## config.mk

```make
export PLATFORM = sky130hd
export DESIGN_NAME = flash_erase_guard
export DESIGN_NICKNAME = d
export VERILOG_FILES = /design/src/rtl/flash_erase_guard.sv
export SDC_FILE = /design/constraint.sdc
export NUM_CORES = 1
export LEC_CHECK = 0
export ABC_AREA = 1
export BUFFER_PORTS_ARGS = -buffer_cell sky130_fd_sc_hd__buf_2
export CELL_PAD_IN_SITES_DETAIL_PLACEMENT = 2
export CELL_PAD_IN_SITES_GLOBAL_PLACEMENT = 2
export CORE_MARGIN = 10
export CORE_UTILIZATION = 29
export DETAILED_ROUTE_END_ITERATION = 16
export PLACE_DENSITY = 0.79
export SYNTH_ARGS = -nofsm -noshare
export SYNTH_HDL_FRONTEND = slang
export SYNTH_SLANG_ARGS = --single-unit
```

## constraint.sdc

```tcl
create_clock -name clk -period 1.5 [get_ports clk]
set_clock_uncertainty 0.1 [all_clocks]
set_input_delay 0.3 -clock clk [delete_from_list [all_inputs] [get_ports clk]]
set_output_delay 0.3 -clock clk [all_outputs]
set_load 0.05 [all_outputs]
```

## src/rtl/flash_erase_guard.sv

```systemverilog
module flash_erase_guard #(
  parameter int TIMER_CYCLES = 20000,
  parameter int PTR_W        = 22,
  parameter int BLK_BYTES    = 1024,
  parameter logic [7:0] KEY_A = 8'h55,
  parameter logic [7:0] KEY_B = 8'hAA
) (
  input  logic                                clk,
  input  logic                                rst_n,
  input  logic                                bus_wr,
  input  logic                                bus_rd,
  input  logic [2:0]                          bus_addr,
  input  logic [7:0]                          bus_wdata,
  output logic [7:0]                          bus_rdata,
  output logic                                erase_req,
  output logic [PTR_W-$clog2(BLK_BYTES)-1:0]  erase_blk,
  output logic                                cpu_stall,
  output logic                                busy,
  output logic                                done
);
  localparam int OFS_W = $clog2(BLK_BYTES);
  localparam int UP_W  = PTR_W - 16;
  localparam int CNT_W = $clog2(TIMER_CYCLES + 1);
  localparam logic [2:0] A_CTRL = 3'd0, A_KEY = 3'd1, A_PLO = 3'd2,
                         A_PMID = 3'd3, A_PUP = 3'd4;
  localparam int B_START = 1, B_WEN = 2, B_ERS = 4;

  typedef enum logic [1:0] {U_IDLE, U_HALF, U_ARMED} ustate_t;

  ustate_t          ust, ust_nxt;
  logic [PTR_W-1:0] ptr;
  logic             wen, ers;
  logic [CNT_W-1:0] cnt;

  wire acc     = (bus_wr | bus_rd) & ~busy;
  wire wr_ok   = bus_wr & ~busy;
  wire key_wr  = wr_ok & (bus_addr == A_KEY);
  wire ctl_wr  = wr_ok & (bus_addr == A_CTRL);
  wire expire  = busy & (cnt == '0);
  wire start   = ctl_wr & (ust == U_ARMED) & bus_wdata[B_START]
                 & bus_wdata[B_WEN] & bus_wdata[B_ERS];

  always_comb begin
    ust_nxt = ust;
    if (busy) ust_nxt = U_IDLE;
    else if (acc) begin
      case (ust)
        U_IDLE:  ust_nxt = (key_wr && bus_wdata == KEY_A) ? U_HALF  : U_IDLE;
        U_HALF:  ust_nxt = (key_wr && bus_wdata == KEY_B) ? U_ARMED : U_IDLE;
        default: ust_nxt = U_IDLE;
      endcase
    end
  end

  always_ff @(posedge clk) begin
    if (!rst_n) ust <= U_IDLE;
    else        ust <= ust_nxt;
  end

  always_ff @(posedge clk) begin
    if (!rst_n) begin
      ptr <= '0;
      wen <= 1'b0;
      ers <= 1'b0;
    end else if (wr_ok) begin
      case (bus_addr)
        A_CTRL: begin wen <= bus_wdata[B_WEN]; ers <= bus_wdata[B_ERS]; end
        A_PLO:  ptr[7:0]       <= bus_wdata;
        A_PMID: ptr[15:8]      <= bus_wdata;
        A_PUP:  ptr[PTR_W-1:16] <= bus_wdata[UP_W-1:0];
        default: ;
      endcase
    end
  end

  always_ff @(posedge clk) begin
    if (!rst_n) begin
      busy      <= 1'b0;
      done      <= 1'b0;
      erase_req <= 1'b0;
      erase_blk <= '0;
      cnt       <= '0;
    end else begin
      erase_req <= start;
      done      <= expire;
      if (start) begin
        busy      <= 1'b1;
        cnt       <= CNT_W'(TIMER_CYCLES - 1);
        erase_blk <= ptr[PTR_W-1:OFS_W];
      end else if (expire) begin
        busy <= 1'b0;
      end else if (busy) begin
        cnt <= cnt - 1'b1;
      end
    end
  end

  assign cpu_stall = busy;

  always_comb begin
    bus_rdata = '0;
    if (bus_rd) begin
      case (bus_addr)
        A_CTRL: begin
          bus_rdata[B_START] = busy;
          bus_rdata[B_WEN]   = wen;
          bus_rdata[B_ERS]   = ers;
        end
        A_PLO:  bus_rdata = ptr[7:0];
        A_PMID: bus_rdata = ptr[15:8];
        A_PUP:  bus_rdata[UP_W-1:0] = ptr[PTR_W-1:16];
        default: ;
      endcase
    end
  end
endmodule

```

==> impl_metrics.toml <==
[drt]
ant_nets = 0
drc = 0
totalWireLength_um = 18600
via_count = 3357
firstDrtPassIters = 5
wl_per_cell_um = 31.0
via_per_inst = 5.60
drtIter0Drc = 250

[job]
cap_violations = 0

[synthesis]
netlist_top_cells_count = "77 x nand2_1, 56 x dfxtp_1, 45 x inv_1"
synth-async-reset-ratio_pct = 0
yosysMostFrequentCell = "nand2_1"
synth_seq_cells = 56
yosysWarnings = 0
syn_inst = 373
syn_area_per_cell_um2 = 7.21
synth_top_area_share_pct = 41.7
synth_edf_count = 0
synth.distinct_cells = 33
ys_top_cells_by_area = "dfxtp_1 42%, nand2_1 11%, a21oi_1 6.7%"
syn_area_um2 = 2690
synth-main-ff-cell = "dfxtp_1"
synth-seq-area-share_pct = 41.7
synth.net_count = 389
synth_top_area_cell = "dfxtp_1"

[floorplanning]
initial_core_util_pct = 29.4
die_w_um = 116
dieArea_um2 = 13500
fp.dieH_um = 116
num_rows = 35
core_area_um2 = 9150
ios = 39

[sta]
relSlewSlack_pct = 73.9
max_freq_mhz = 501
fin_crit_sh_pct = 133
setup-violations-final = 44
whs_ns = 0.185
tightest_slew_ns = 0.391
fin_crit_ns = 2.00
final_hold_viol_count = 0
setup_ws_ns = -0.497
rsz0062_at_grt = "true"
drv_slew = 0

[place]
gp_congestion = 0.847
hpwl_um = 8550
io_buffers = 38
dp_cells = 563

[clock_tree]
htree_levels = 2
path_clk_slew_ns = 0.14
insertion_delay_ns = 0.36
numClockSinks = 56
cts_buffers = 5
cts_tree = "done"
clock-root-buffer = "clkbuf_8"
clockBufferDepth = 2
holdBufCountCts = 0

[global_route]
grt_max_degree = 20
overflow = 0
antenna_found_initial = 0
grt_pass1_wl_um = 23000
grt_pass1_vias = 3705
grt.total_usage_pct = 22.9

[hold_path]
hp-start = "bus_wdata[7]"
worst_hold_path.num_cells = 3
hold_path_end = "ptr[7]"
worst_hold_path_type = "in -> reg"

[critical_path]
setup.worst_path.class = "reg -> out"
crit_arrival_ns = 1.60
critPathBufInv = 3
critical_path_required_ns = 1.10
worst_r2r_path_depth = 9
slowest_delay_ns = 0.44
cp-end-kind = "primary output"
reg2reg_to = "cnt[3]"
cp-startpoint = "ers"
cp_top_family = "flip-flops"
reg2reg_slack_ns = -0.28
slowest_stage = "dfxtp_1"
regToRegStartpoint = "busy"
cp-start-kind = "flip-flop"
crit_fanout = 2
crit_chain = "inv_2 -> nor2_2 -> a211oi_4 -> buf_4 -> nor2_4 -> buf_8"

[layout]
antenna_cells = 0
drive_gt1_share_pct = 59.9
seq_area_um2 = 1160
fin_nets = 504
multi_input_area_um2 = 2010
fillers = 971
instances_no_fill = 600
area_growth_pct = 75.8

[power_and_ir_drop]
power_density_nw_per_um2 = 630
ir_drop_mv = 0.491
p_leak_nw = 2.09
p_total_w = 0.00297

[run_status]
outcome = "finished, violations left"
violations = "negative setup slack"
==> what timing repair did <==
| action | 4_1_cts | 5_1_grt |
|---|---|---|
| pin swaps | 20 | 38 |
| cloned | 1 | 1 |
| setup buffers | 18 | 10 |
| resized for setup | 125 | 134 |
| endpoints found under the setup margin | 34 | 47 |
==> per-stage QoR <==
stage / instance area, µm² / util (%) / setup WS (ns) / setup TNS (ns)
3_3_place_gp: 3480 / 38.0 / -0.296 / -3.11
6_report: 4720 / 51.6 / -0.497 / -7.83
2_1_floorplan: 2800 / - / -0.0822 / -0.0822
4_1_cts: 4110 / 44.9 / -0.307 / -2.01
3_5_place_dp: 3480 / 38.0 / -0.438 / -6.62
5_1_grt: 4720 / 51.6 / -0.516 / -9.13
==> state kept, by name (all words and copies together), names as in the netlist <==
signal / count
ptr: 22
cnt: 15
erase_blk: 12
ust: 2
busy: 1
done: 1
erase_req: 1
ers: 1
wen: 1
==> worst register-to-register path: stages (launching register included) <==
cell and delay [ns]:
dfxtp_4 0.39, buf_6 0.14, nor2_4 0.11, nand3_2 0.10, buf_4 0.16, nor2_1 0.10, nand4_1 0.26, nand3_1 0.19
nand2_1 0.08, inv_1 0.08
==> power by group <==
part	total, W	internal [W]	switching, W
Sequential	0.00153	0.00151	0.0000296
Combinational	0.000417	0.000154	0.000262
Clock	0.00102	0.000347	0.000676
==> cell type report <==
cell class	count	share of cell area [%]
sequential	56	24.5
clock inverter	3	0.583
inverter	49	4.66
clock buffer	5	1.46
tap	111	2.94
timing repair buffer	119	23.3
multi-input combinational	257	42.6
==> cells by family after synthesis <==
logic type      count (synthesis)  synth area share (%)
compound gates                 81                  16.8
xor+xnor                        6                  1.96
fa+ha+maj                       1                 0.465
buf+inv                        61                  9.87
flops                          56                  41.7
simple gates                  168                  29.2
==> worst max-delay path by stage <==
| stage | slack [ns] | depth (start not counted) | endpoint |
|---|---|---|---|
| 6_report | -0.50 | 6 | bus_rdata[4] |
| 5_1_grt | -0.52 | 6 | bus_rdata[4] |
| 4_1_cts | -0.31 | 6 | bus_rdata[4] |
| 3_5_place_dp | -0.44 | 10 | bus_rdata[1] |
| 3_3_place_gp | -0.30 | 10 | bus_rdata[1] |
| 2_1_floorplan | -0.08 | 5 | bus_rdata[1] |
==> cell usage in the layout (no fill, tap or decap), drive strengths merged <==
cell and n:
buf 117, nand2 84, dfxtp 56, inv 49
nor2 41, o21ai 37, a21oi 36, nand3 26
nand4 11, clkbuf 7, xor2 4, o22ai 3
nor3 3, clkinvlp 2, nor4 2, xnor2 2
a211oi 2, a41oi 1, a221oi 1, and2 1
nand3b 1, o21bai 1, ha 1, clkinv 1
==> routing by layer <==
layer  routed length [µm]  part of all wire, %  track usage, %
met1                 7230                   39            26.1
met2                 9440                   51            39.9
met3                  973                  5.2            3.60
met4                  937                  5.0            12.6
met5                    0                    0               0
(Power assumes the default switching activity.)
